--- src/rtl/adc_cond_pkg.sv ---
package adc_cond_pkg;

    // test word select codes
    localparam int PAT_OFF   = 0;
    localparam int PAT_ZERO  = 1;
    localparam int PAT_ONES  = 2;
    localparam int PAT_MID   = 3;
    localparam int PAT_CHECK = 4;
    localparam int PAT_USER  = 5;

    // quick-mode thresholds as multiples of 64 at 12 bits:
    // round(2048 * 10^(-dB/20) / 64) for each programmable level
    function automatic logic [4:0] lvl_mult(input logic [2:0] code);
        logic [4:0] m;
        case (code)
            3'd0:    m = 5'd3;
            3'd1:    m = 5'd5;
            3'd2:    m = 5'd9;
            3'd3:    m = 5'd13;
            3'd4:    m = 5'd17;
            3'd5:    m = 5'd21;
            3'd6:    m = 5'd25;
            default: m = 5'd29;
        endcase
        return m;
    endfunction

endpackage

--- src/rtl/adc_cond_data.sv ---
module adc_cond_data #(
    parameter int DATA_W = 12,
    parameter int OFS_W  = 6,
    parameter int SEL_W  = 3
) (
    input  logic              clk,
    input  logic              rst_n,
    input  logic [DATA_W-1:0] sample_i,
    input  logic [OFS_W-1:0]  ofs_i,
    input  logic [SEL_W-1:0]  sel_i,
    input  logic [DATA_W-1:0] user_i,
    output logic [DATA_W-1:0] data_o
);
    import adc_cond_pkg::*;

    localparam int SUM_W = DATA_W + 2;
    localparam logic [DATA_W-1:0] FULL_CODE = '1;
    localparam logic [DATA_W-1:0] MID_CODE  = {1'b1, {(DATA_W-1){1'b0}}};

    function automatic logic [DATA_W-1:0] stripe_word();
        logic [DATA_W-1:0] w;
        for (int i = 0; i < DATA_W; i++) w[i] = (i % 2) == 1;
        return w;
    endfunction

    localparam logic [DATA_W-1:0] STRIPE_A = stripe_word();

    typedef struct packed {
        logic [DATA_W-1:0] word;
        logic              phase;
    } dp_t;

    dp_t r_d, r_q;
    logic signed [SUM_W-1:0] ofs_ext_d;
    logic signed [SUM_W-1:0] sum_d;
    logic [DATA_W-1:0]       trimmed_d;

    always_comb begin
        ofs_ext_d = {{(SUM_W-OFS_W){ofs_i[OFS_W-1]}}, ofs_i};
        sum_d     = $signed({2'b00, sample_i}) + ofs_ext_d;
        if (sum_d[SUM_W-1])
            trimmed_d = '0;
        else if (sum_d[SUM_W-2:DATA_W] != '0)
            trimmed_d = FULL_CODE;
        else
            trimmed_d = sum_d[DATA_W-1:0];

        r_d.word  = trimmed_d;
        r_d.phase = 1'b0;
        case (sel_i)
            SEL_W'(PAT_ZERO):  r_d.word = '0;
            SEL_W'(PAT_ONES):  r_d.word = FULL_CODE;
            SEL_W'(PAT_MID):   r_d.word = MID_CODE;
            SEL_W'(PAT_CHECK): begin
                r_d.word  = r_q.phase ? ~STRIPE_A : STRIPE_A;
                r_d.phase = ~r_q.phase;
            end
            SEL_W'(PAT_USER):  r_d.word = user_i;
            default:           r_d.word = trimmed_d;
        endcase
    end

    always_ff @(posedge clk or negedge rst_n) begin
        if (!rst_n) r_q <= '0;
        else        r_q <= r_d;
    end

    assign data_o = r_q.word;

    AST_PASS_THROUGH: assert property (@(posedge clk) disable iff (!rst_n)
        (sel_i == SEL_W'(PAT_OFF) && ofs_i == '0) |=> (data_o == $past(sample_i)));
    AST_USER_WORD: assert property (@(posedge clk) disable iff (!rst_n)
        (sel_i == SEL_W'(PAT_USER)) |=> (data_o == $past(user_i)));
    AST_STRIPE_TOGGLE: assert property (@(posedge clk) disable iff (!rst_n)
        (sel_i == SEL_W'(PAT_CHECK) && $past(sel_i) == SEL_W'(PAT_CHECK))
        |=> (data_o == ~$past(data_o)));

endmodule

--- src/rtl/adc_cond_ovr.sv ---
module adc_cond_ovr #(
    parameter int DATA_W   = 12,
    parameter int LVL_W    = 3,
    parameter int SLOW_LAT = 14,
    parameter int FAST_LAT = 4
) (
    input  logic              clk,
    input  logic              rst_n,
    input  logic [DATA_W-1:0] sample_i,
    input  logic              fast_i,
    input  logic [LVL_W-1:0]  lvl_i,
    output logic              ovr_o
);
    import adc_cond_pkg::*;

    // one input register sits in front, so the line holds LAT-1 stages
    localparam int LINE_D = SLOW_LAT - 1;
    localparam int SLOW_TAP = SLOW_LAT - 2;
    localparam int FAST_TAP = FAST_LAT - 2;
    localparam logic [DATA_W-1:0] MID_CODE  = {1'b1, {(DATA_W-1){1'b0}}};
    localparam logic [DATA_W-1:0] FULL_CODE = '1;

    typedef struct packed {
        logic [LINE_D-1:0] line;
        logic              mode;
    } ov_t;

    ov_t o_d, o_q;
    logic [DATA_W-1:0] dev_d;
    logic [DATA_W-1:0] lvl_d;
    logic              hit_d;
    logic              flush_d;

    always_comb begin
        dev_d   = (sample_i >= MID_CODE) ? (sample_i - MID_CODE) : (MID_CODE - sample_i);
        lvl_d   = DATA_W'(lvl_mult(3'(lvl_i))) << (DATA_W - 6);
        hit_d   = fast_i ? (dev_d >= lvl_d)
                         : (sample_i == '0 || sample_i == FULL_CODE);
        flush_d = fast_i != o_q.mode;
        o_d.mode = fast_i;
        if (flush_d)
            o_d.line = {{(LINE_D-1){1'b0}}, hit_d};
        else
            o_d.line = {o_q.line[LINE_D-2:0], hit_d};
    end

    always_ff @(posedge clk or negedge rst_n) begin
        if (!rst_n) o_q <= '0;
        else        o_q <= o_d;
    end

    assign ovr_o = o_q.mode ? o_q.line[FAST_TAP] : o_q.line[SLOW_TAP];

    AST_FLUSH_QUIET: assert property (@(posedge clk) disable iff (!rst_n)
        (o_q.mode != $past(o_q.mode)) |-> !ovr_o);
    AST_SLOW_RAIL_ONLY: assert property (@(posedge clk) disable iff (!rst_n)
        (!o_q.mode && $past(!o_q.mode) && ovr_o) |-> $past(o_q.line[SLOW_TAP-1]));

endmodule

--- src/rtl/adc_cond_top.sv ---
module adc_cond_top #(
    parameter int DATA_W   = 12,
    parameter int OFS_W    = 6,
    parameter int SEL_W    = 3,
    parameter int LVL_W    = 3,
    parameter int SLOW_LAT = 14,
    parameter int FAST_LAT = 4
) (
    input  logic              clk,
    input  logic              rst_n,
    input  logic [DATA_W-1:0] sample_i,
    input  logic [OFS_W-1:0]  offset_i,
    input  logic [SEL_W-1:0]  pat_sel_i,
    input  logic [DATA_W-1:0] pat_user_i,
    input  logic              fast_ovr_i,
    input  logic [LVL_W-1:0]  fast_lvl_i,
    output logic [DATA_W-1:0] data_o,
    output logic              ovr_o
);
    localparam logic [DATA_W-1:0] MID_CODE = {1'b1, {(DATA_W-1){1'b0}}};

    // sample and its configuration are captured on the same edge
    typedef struct packed {
        logic [DATA_W-1:0] sample;
        logic [OFS_W-1:0]  ofs;
        logic [SEL_W-1:0]  sel;
        logic [DATA_W-1:0] user;
        logic              fast;
        logic [LVL_W-1:0]  lvl;
    } cap_t;

    cap_t c_d, c_q;

    always_comb begin
        c_d.sample = sample_i;
        c_d.ofs    = offset_i;
        c_d.sel    = pat_sel_i;
        c_d.user   = pat_user_i;
        c_d.fast   = fast_ovr_i;
        c_d.lvl    = fast_lvl_i;
    end

    always_ff @(posedge clk or negedge rst_n) begin
        if (!rst_n) begin
            c_q        <= '0;
            c_q.sample <= MID_CODE;
        end else begin
            c_q <= c_d;
        end
    end

    adc_cond_data #(.DATA_W(DATA_W), .OFS_W(OFS_W), .SEL_W(SEL_W)) u_data (
        .clk      (clk),
        .rst_n    (rst_n),
        .sample_i (c_q.sample),
        .ofs_i    (c_q.ofs),
        .sel_i    (c_q.sel),
        .user_i   (c_q.user),
        .data_o   (data_o)
    );

    adc_cond_ovr #(.DATA_W(DATA_W), .LVL_W(LVL_W), .SLOW_LAT(SLOW_LAT),
                   .FAST_LAT(FAST_LAT)) u_ovr (
        .clk      (clk),
        .rst_n    (rst_n),
        .sample_i (c_q.sample),
        .fast_i   (c_q.fast),
        .lvl_i    (c_q.lvl),
        .ovr_o    (ovr_o)
    );

    AST_RESET_QUIET: assert property (@(posedge clk) disable iff (!rst_n)
        $rose(rst_n) |-> (data_o == '0 && !ovr_o));

endmodule

--- config.mk ---
export PLATFORM = sky130hd
export DESIGN_NAME = adc_cond_top
export DESIGN_NICKNAME = d
export VERILOG_FILES = /design/src/rtl/adc_cond_pkg.sv /design/src/rtl/adc_cond_data.sv /design/src/rtl/adc_cond_ovr.sv /design/src/rtl/adc_cond_top.sv
export SDC_FILE = /design/constraint.sdc
export NUM_CORES = 1
export LEC_CHECK = 0
export BUFFER_PORTS_ARGS = -buffer_cell sky130_fd_sc_hd__buf_2
export CAP_MARGIN = 30
export CORE_ASPECT_RATIO = 1.2
export CORE_MARGIN = 1
export CORE_UTILIZATION = 50
export CTS_BUF_LIST = sky130_fd_sc_hd__clkbuf_16
export CTS_CLUSTER_SIZE = 40
export DETAILED_ROUTE_END_ITERATION = 8
export PLACE_DENSITY = 0.76
export RECOVER_POWER = 25
export SETUP_SLACK_MARGIN = 0.05
export SLEW_MARGIN = 40
export SYNTH_ARGS = -nofsm -noshare
export SYNTH_HDL_FRONTEND = slang
export SYNTH_SLANG_ARGS = --single-unit
--- constraint.sdc ---
create_clock -name clk -period 2.3 [get_ports clk]
set_input_delay 0.115 -clock clk [delete_from_list [all_inputs] [get_ports clk]]
set_output_delay 0.115 -clock clk [all_outputs]
set_load 0.01 [all_outputs]
Yosys cells after proc, flatten, opt, wreduce, memory -nomap -nowiden:

Index checks and enable logic that the tools add are counted.

* register bits: 64
* bits in latches: 0
* bits in writable memories: 0
* bits in read-only memories: 0
* word-level logic and storage cells: 42
* memories: 0

* add/sub/neg operators: 3
* $mul: 0
* div/mod/pow operators: 0
* magnitude comparators: 2
* eq/ne operators: 13
* shifts and indexed selects: 0
* muxes and demuxes: 10
* bitwise operators: 1
* reductions and logical operators: 3

Operators with widths (number)
* case mux 12 bit (5 select lines): 1
* 2-to-1 mux 12 bit: 4
* case mux 5 bit (7 select lines): 1
* equality test 3 bit (second input constant): 5
* adder 13 x 6 -> 14 bit: 1
* 2-to-1 mux 13 bit: 1
* equality test 12 bit (second input constant): 1
* equality test 3 x 2 -> 1 bit (second input constant): 4
* >= comparator 12 x 11 -> 1 bit: 1
* >= comparator 12 bit (second input constant): 1
* zero test 12 bit: 1
* subtractor 12 bit (first input constant): 1
* subtractor 12 bit (second input constant): 1
* equality test 3 x 1 -> 1 bit (second input constant): 2
* zero test 3 bit: 1
* 2-to-1 mux 1 bit: 3
* logical OR 1 bit: 1
* != test 1 bit: 1
* inverter 1 bit: 1

Logic depth before layout (Yosys ltp):

Gate-level depths: netlist of the first run.

* word-level depth: 5
* mapped depth: 10
* gate-level depth less buffers: 10

By module:

Synthesis of the first run repeated with hierarchy kept, for this count alone.

* cells, all modules: 252
* area total of the unflattened synthesis: 2989.1 um2

By module, submodules not included
* adc_cond_data: times used 1, cells each 147, area each 1330.0 um2
* adc_cond_top: times used 1, cells each 37, area each 927.1 um2
* adc_cond_ovr: times used 1, cells each 68, area each 732.0 um2

Worst setup path after synthesis of the first run:

No wires, ideal clock.

* path type: register to register
* start: reg c_q[24] in the netlist's numbering
* end: reg u_data.r_q, in the netlist u_data.data_o[2]
* library setup time: 126 ps
* arrival time: 2268 ps
* path slack: -94 ps
* cell stages (with the launch flop): 10
* buffers on the path: 1
* period minus slack after synthesis: 2394 ps
* cells stage by stage: dfrtp_1 -> ha_1 -> nand2_1 -> nor4_1 -> nor2_1 -> a41oi_1 -> xnor2_1 -> buf_2 -> nand2_1 -> a221o_1

RTL lines
* start, declared: RTL line adc_cond_top.sv:32 `cap_t c_d, c_q;`
* end signal, assigned: RTL line adc_cond_data.sv:65 `else r_q <= r_d;`
* end, declared: RTL line adc_cond_data.sv:33 `dp_t r_d, r_q;`

==> results by stage, run 1 <==
Status:
- The flow ran to the end, but the final reports show violations.
- The final reports fail on negative setup slack.

Finish:
- The layout cell share with drive strength beyond 1 is 0.329.
- The layout filler cell count is 349.
- Relative to the synthesized area, the layout overhead comes to 43.3%.
- At the end of the flow, the number of nets in the layout was 424.
- For this run, the share of the core covered by cells in the final layout is 0.737.
- The number of antenna diodes in the final layout is 0.
- The post-route cell area is 4150 sq um.

Place:
- Buffers placed on the I/O ports in this run total 51.
- Summing all placed instances gives a cell area of 3340 sq um.
- The half-perimeter wire length of the detailed placement result is 3940 um.
- Routability-driven placement finished with a final weighted congestion of 0.823.

Detailed routing:
- The number of detailed-route iterations in the first pass is 6.
- The count of vias placed by the detailed router is 2,275.
- The mean routed wirelength per cell is 14.6 um.
- The number of DRC markers after the initial detailed-route iteration is 95.
- Summed over all layers, the routed wires come to 6340 um.
- The remaining design rule violation count is 0.
- The number of vias per cell is 5.23.
- The remaining antenna violation count is 0.

CTS:
- After clock tree synthesis, the clock-pin slew on the worst setup and hold paths is 0.05 ns.
- At the later pin of the worst-skew pair, clock insertion delay measures 0.33 ns.
- The number of buffers on the longest clock path is 2.
- The clock tree root driver cell is clkbuf_16.
- The number of buffers added by the clock tree synthesis step is 9.
- The clock net in this run drives a total of 64 sinks.
- The number of levels in the clock H-tree is 3.
- The CTS tree is done.

Synthesis:
- For this run, the register share of the synthesized area comes to 0.553.
- The combined area of all synthesized cells is 2900 sq um.
- Counting flops with a built-in enable in the synthesized netlist gives 0.
- The commonest register cell after synthesis is dfrtp_1.
- The number of synthesis warnings is 0.
- The number of instances in the synthesized netlist is 255.
- The post-synthesis cell type count is 41.
- Summed over all instances, the cell type with the most area after synthesis is dfrtp_1.
- After synthesis, the share of flip-flops with an asynchronous set or reset is 1.00.
- The synthesized area divided by synthesized cell count is 11.4 sq um.
- By area the synthesized netlist is led by dfrtp_1 54%, ha_1 7.3%, a21oi_1 3.8%.
- The share of the synthesized area in the top cell type is 0.544.
- The number of synthesized register bits is 64.
- The commonest cells after synthesis are 63 x dfrtp_1, 22 x a21oi_1, 18 x nand2_1.
- The post-synth net total is 312.
- dfrtp_1 is the most common cell in the netlist.

STA:
- The count of endpoints failing setup in the final report is 11.
- The final count of hold timing violations is 0.
- The worst max-slew margin expressed relative to the limit is 0.568.
- In the final timing run, aggregate negative setup slack is -0.669 ns.
- Setup repair after global routing could not meet its margin everywhere.
- The final worst-path cycle share is 1.05.
- The transition time at the pin with the least slew margin is 0.643 ns.
- The maximum clock frequency is 414 MHz.
- Across the routed clock network, the largest skew measured is 0.00551 ns.
- The number of slew-limit violations in the final report came to 0.
- The routed design could run at a clock period as short as 2.41 ns.
- Once routing completed, OpenROAD measured the worst setup slack at -0.115 ns.

Power:
- Power spread over the standard cell area amounts to 708 nW/um^2.
- The reported leakage power is 1.99 nW.
- The completed layout was analyzed and its total power is 2.94 mW.
- The peak supply drop is 0.502 mV.

Global routing:
- After global routing the overflow that remains totals 0.
- The via count of the first global-routing pass was 2,171.
- The first global-routing pass estimated 9740 um of wire.
- Entering global routing, the biggest net connects 42 pins.
- The initial antenna violation count was 0.
- Across every metal layer, demand over resource in global routing totals 0.214.

Setup path:
- The worst setup path is of the reg -> reg kind.
- The highest net fanout along the worst path is 5.
- The maximum single-stage delay on the critical path is 0.42 ns.
- The slowest stage of the critical path is the dfrtp_1 cell.
- The worst setup path is captured at a flip-flop.
- The worst register-to-register path ends at u_data.data_o[2]$_DFF_PN0_.
- The data arrival time at the worst-slack endpoint is 2.62 ns.
- For the worst flop-to-flop path, the logic depth is 10.
- The minimum setup slack among reg-to-reg paths is -0.11 ns.
- Walking the worst path, the cells encountered are ha_4 > fa_2 > a21oi_4 > nor4_2 > nor2_2 > a41oi_2 > xnor2_2 > buf_4 > nand2_2 > a221o_1.
- The startpoint of the most critical register-to-register path is c_q[19]$_DFF_PN0_.
- The worst setup path is launched from a flip-flop.
- The critical path data required time is 2.50 ns.

Floorplanning:
- The region available for standard cell placement spans 5630 sq um.
- The number of placed I/O pins is 52.
- The number of placement rows is 30.
- For this configuration, the core starts out at a cell density of 0.515.
- The die is 71.5 um wide.
- The die covers 6110 sq um.
- Measured along the y axis, the die boundary spans 85.4 um.

Run:
- The tool flagged a number of max-cap violations equal to 0.

Worst hold path:
- The worst hold path belongs to the class in -> async.
cells by family (layout without fill, tap and decap cells):
group                    count (synthesis)  in the layout  synth area share
AND/OR/NAND/NOR                         75             75             0.133
adder cells (fa/ha/maj)                 18             18            0.0803
buffers and inverters                   24            139            0.0497
XOR/XNOR                                17             17            0.0514
flip-flops                              64             64             0.553
multiplexers                             1              1           0.00389
AO/OA/AOI/OAI                           56             57             0.129
routing by layer:
| layer | GRT usage | vias up | part of all wire |
|---|---|---|---|
| li1 | - | 1105 | - |
| met1 | 0.244 | 1090 | 0.40 |
| met2 | 0.377 | 64 | 0.54 |
| met3 | 0.0499 | 16 | 0.036 |
| met4 | 0.0998 | 0 | 0.026 |
| met5 | 0 | - | 0 |
stage by stage:
step	worst slack, ns	std cells	hold WS, ns
final	-0.115	435	0.305
after global routing	-0.250	435	0.376
after CTS	-0.136	429	0.320
after detailed placement	-0.136	374	0.128
after global placement	-0.0447	374	0.117
after floorplan	0.0640	255	-0.181
sequential cells by signal, indices dropped and copies added, names as in the netlist:
name and count:
u_data.r_q 1, u_ovr.o_q 14, u_data.data_o 12, c_q 37
how the worst max path moves through the flow:
stage                 startpoint                          to  slack, ns  depth (start not counted)
2_1_floorplan  c_q[25]$_DFF_PN0_  u_data.data_o[2]$_DFF_PN0_       0.06                         10
5_1_grt        c_q[19]$_DFF_PN0_  u_data.data_o[2]$_DFF_PN0_      -0.25                         10
4_1_cts        c_q[25]$_DFF_PN0_  u_data.data_o[2]$_DFF_PN0_      -0.14                         10
3_5_place_dp   c_q[25]$_DFF_PN0_  u_data.data_o[2]$_DFF_PN0_      -0.14                         10
6_report       c_q[19]$_DFF_PN0_  u_data.data_o[2]$_DFF_PN0_      -0.11                         10
3_3_place_gp   c_q[25]$_DFF_PN0_  u_data.data_o[2]$_DFF_PN0_      -0.04                         10
worst max-delay path: cells and delay by family (launching register included):
kind                     cells  cell delay [ns]
AO/OA/AOI/OAI                3             0.64
adder cells (fa/ha/maj)      2             0.57
XOR/XNOR                     1             0.22
flip-flops                   1             0.42
AND/OR/NAND/NOR              3             0.26
buffers and inverters        1             0.18
power breakdown:
part | total (mW) | leakage (nW) | internal [mW] | switching [mW]
clock network | 1.13 | 0.141 | 0.697 | 0.430
logic | 0.570 | 1.07 | 0.297 | 0.273
registers | 1.24 | 0.782 | 1.20 | 0.0419
final cells by class:
class                   instances  area (sq um)  share of cell area
well taps                      64          80.1              0.0193
inverters                       8          30.0             0.00723
repair buffers                116           851               0.205
multi-input cells             168          1330               0.321
clock buffers                   9           225              0.0542
clock inverters                 6          23.8             0.00573
flip-flops and latches         64          1610               0.387
cells in the final DEF, fill, tap and decap left out, types with 2 or more instances in the layout:
cell type and instances:
buf_2 51, ha_1 11, dlygate4sd3_1 38, nor2b_4 2
clkbuf_16 9, inv_1 13, and2_1 14, a21oi_1 19
buf_4 26, a211o_1 5, ha_4 6, nand2_1 17
dfrtp_1 59, nor3_1 3, o21ai_0 4, dfrtp_2 4
a21oi_2 6, xnor2_1 9, nor2_1 13, a2bb2oi_1 3
nand4_1 4, nand2b_1 2, xor2_1 7, nand3_1 6
a221o_1 3, nor2b_1 4, a21o_1 3, o21ai_1 3
what timing repair did:
| action | in CTS | in global routing |
|---|---|---|
| gates cloned | 1 | 1 |
| setup buffers | 1 | 5 |
| hold endpoints to repair | 60 | 0 |
| setup endpoints to repair | 13 | 13 |
| gates resized for setup | 9 | 17 |
| hold buffers | 38 | 0 |
| pin swaps | 7 | 9 |
Power figures use the tool's default switching activity.
==> inputs of run 2 (changes only) <==
--- a/config.mk
+++ b/config.mk
@@ -9,11 +9,11 @@
 export CAP_MARGIN = 30
 export CORE_ASPECT_RATIO = 1.2
 export CORE_MARGIN = 1
-export CORE_UTILIZATION = 50
+export CORE_UTILIZATION = 42
 export CTS_BUF_LIST = sky130_fd_sc_hd__clkbuf_16
 export CTS_CLUSTER_SIZE = 40
 export DETAILED_ROUTE_END_ITERATION = 8
-export PLACE_DENSITY = 0.76
+export PLACE_DENSITY = 0.69
 export RECOVER_POWER = 25
 export SETUP_SLACK_MARGIN = 0.05
 export SLEW_MARGIN = 40
==> results by stage, run 2 (synthesis gave the netlist of run 1 again) <==
Detailed routing:
- The remaining antenna violation count came to 0 (unchanged).
- The number of vias per cell is 4.79 (-8.4%).
- The number of detailed-route iterations in the first pass was 5 (-1).
- The remaining design rule violation count is 0 (unchanged).
- The routed wire length came to 5700 um (-10%).
- The count of vias placed by the detailed router is 2,165 (-4.8%).
- The number of DRC markers after the initial detailed-route iteration came to 43 (-55%).
- The mean routed wirelength per cell was 12.6 um (-13%).

Global routing:
- The pin count of the biggest net entering global routing is 27 (-36%).
- The initial antenna violation count is 0 (unchanged).
- The wire length of the first global-routing pass was 9380 um (-3.7%).
- The overall routing resource usage came to 0.173 (-0.0405).
- The total congestion overflow after global routing was 0 (unchanged).
- The via count of the first global-routing pass is 2,126 (-2.1%).

Setup path:
- The highest net fanout along the worst path is 5 (unchanged).
- The data arrival time at the worst-slack endpoint was 2.62 ns (about the same).
- The endpoint of the worst-slack reg-to-reg timing path is u_data.data_o[2]$_DFF_PN0_.
- The startpoint of the most critical register-to-register path is c_q[25]$_DFF_PN0_.
- The minimum setup slack among reg-to-reg paths came to -0.12 ns (about the same).
- The kind of start point of the critical path is a flip-flop.
- The critical path data required time is 2.50 ns (about the same).
- The setup path with the least slack is of type reg -> reg.
- The number of cells on the worst reg-to-reg path is 10 (unchanged).
- The kind of end point of the critical path is a flip-flop.

STA:
- The number of slew-limit violations in the final report is 0 (unchanged).
- The final count of hold timing violations was 0 (unchanged).
- The transition time at the pin with the least slew margin is 0.615 ns (-0.0286 ns).
- The maximum clock frequency is 413 MHz (-0.15%).
- Setup repair after global routing could not meet its margin everywhere.
- The clock skew after layout is 0.00696 ns (+0.00145 ns).
- The worst setup margin is -0.118 ns (-0.00370 ns).
- The final critical path time including I/O delays and setup came to 2.42 ns (+0.00370 ns).
- The setup total negative slack is -1.07 ns (-0.400 ns).
- The count of endpoints failing setup in the final report came to 13 (+2).
- The final worst-path cycle share was 1.05 (+0.00161).
- The worst max-slew margin expressed relative to the limit is 0.587 (+0.0192).

Floorplanning:
- The number of placement rows came to 32 (+6.7%).
- The number of placed I/O pins is 52 (unchanged).
- The overall die area is 7240 sq um (+19%).
- The x dimension of the die is 77.8 um (+8.9%).
- The starting density of the core is 0.441 (-0.0734).
- The floorplan die height came to 93.0 um (+8.9%).
- The core box area is 6570 sq um (+17%).

CTS:
- The count of buffers added by post-CTS timing repair for setup is 0 (-1).
- The clock net sink count was 64 (unchanged).
- Clock tree synthesis selected as its root buffer the cell clkbuf_16.
- The CTS tree is done.
- The clock-pin slew on the worst setup and hold paths is 0.05 ns (about the same).
- The number of levels in the clock H-tree was 3 (unchanged).
- The insertion delay of the later-clocked pin in the worst-skew pair is 0.32 ns (about the same).
- The number of buffers added by the clock tree synthesis step is 9 (unchanged).
- The number of buffers on the longest clock path is 2 (unchanged).

Status:
- The final reports fail on negative setup slack.
- The run finished, with violations left.

Run:
- The max-capacitance violation count came to 0 (unchanged).

Power:
- The cell area power density is 755 nW/um^2 (+6.6%).
- The peak supply drop is 0.584 mV (+16%).
- The reported leakage power is 1.97 nW (-1.1%).
- The total power came to 3.14 mW (+6.7%).

Worst hold path:
- The type of the worst min-delay path is in -> async.

Place:
- The count of buffers from port buffering is 51 (unchanged).
- The number of cells in the design after placement was 398 (+6.4%).
- The half-perimeter wire length of the detailed placement result came to 3900 um (-1.1%).
- The routability congestion estimate from global placement came to 0.777 (-5.5%).

Finish:
- The final standard cell count with taps included and fillers excluded is 452 (+3.9%).
- In the layout the commonest cells are 61 x dfrtp_1, 51 x buf_2, 38 x dlygate4sd3_1, 22 x buf_4, 21 x a21oi_1.
- The final net count is 420 (-0.94%).
- Counting flops per register, the top entry is c_q.
- The area growth from synthesis to layout is 43.4% (about the same).
- The leading cell type in the layout, fill and taps excluded is dfrtp_1.
- The storage element area was 1610 sq um (-0.16%).
- The multi-input logic area is 1290 sq um (-3.3%).
- The layout cell share with drive strength beyond 1 is 0.313 (-0.0155).
- The utilization after layout is 0.633 (-0.105).
- The layout filler cell count is 528 (+51%).
- The number of antenna cells inserted is 0 (unchanged).
- The number of flip-flops under the largest register name was 37 (unchanged).
-- run 2: area by class of cell --
cell class / count / area share
Inverter: 8 / 0.00723
Timing Repair Buffer: 113 / 0.198
Tap cell: 85 / 0.0256
Clock inverter: 6 / 0.0181
Clock buffer: 9 / 0.0542
Multi-Input combinational cell: 167 / 0.310
Sequential cell: 64 / 0.386
-- run 2: per-stage QoR --
stage / area [sq um] / hold WS (ns) / setup WS [ns]
finish: 4160 / 0.325 / -0.118
CTS: 4060 / 0.326 / -0.104
detailed placement: 3380 / 0.133 / -0.101
global placement: 3380 / 0.129 / -0.0573
global route: 4160 / 0.376 / -0.230
floorplan: 2960 / -0.181 / 0.0640
-- run 2: worst max-delay path by stage --
stage                                  from                          to  slack, ns
after floorplan           c_q[25]$_DFF_PN0_  u_data.data_o[2]$_DFF_PN0_       0.06
after CTS                 c_q[25]$_DFF_PN0_  u_data.data_o[5]$_DFF_PN0_      -0.10
final                     c_q[25]$_DFF_PN0_  u_data.data_o[2]$_DFF_PN0_      -0.12
after global placement    c_q[25]$_DFF_PN0_  u_data.data_o[2]$_DFF_PN0_      -0.06
after detailed placement  c_q[25]$_DFF_PN0_  u_data.data_o[5]$_DFF_PN0_      -0.10
after global routing      c_q[25]$_DFF_PN0_  u_data.data_o[8]$_DFF_PN0_      -0.23
-- run 2: metal layers --
layer  GRT usage  routed length [um]  vias to the layer above
met5           0                   0                        -
met4      0.0849                  81                        0
met3      0.0527                 215                        8
met2       0.292                2990                       48
met1       0.200                2420                     1018
li1            -                   -                     1091
-- run 2: worst max-delay path: stages (launching register included) --
cell,delay (ns)
dfrtp_2,0.44
ha_4,0.18
fa_2,0.39
a21oi_4,0.19
nor4_2,0.06
nor2_2,0.17
a41oi_2,0.17
xnor2_2,0.21
buf_6,0.15
nand2_1,0.05
a221o_1,0.28
-- run 2: repair_timing --
item / in CTS / in global routing
pin swaps: 1 / 10
resized for setup: 0 / 20
cloned: 0 / 1
hold buffers: 38 / 0
setup endpoints to repair: 13 / 13
endpoints found under the hold margin: 59 / 0
-- run 2: where the power goes --
| part | internal (mW) | switching (mW) |
|---|---|---|
| logic | 0.290 | 0.257 |
| registers | 1.20 | 0.0391 |
| clock network | 0.924 | 0.425 |
| total | 2.41 | 0.721 |
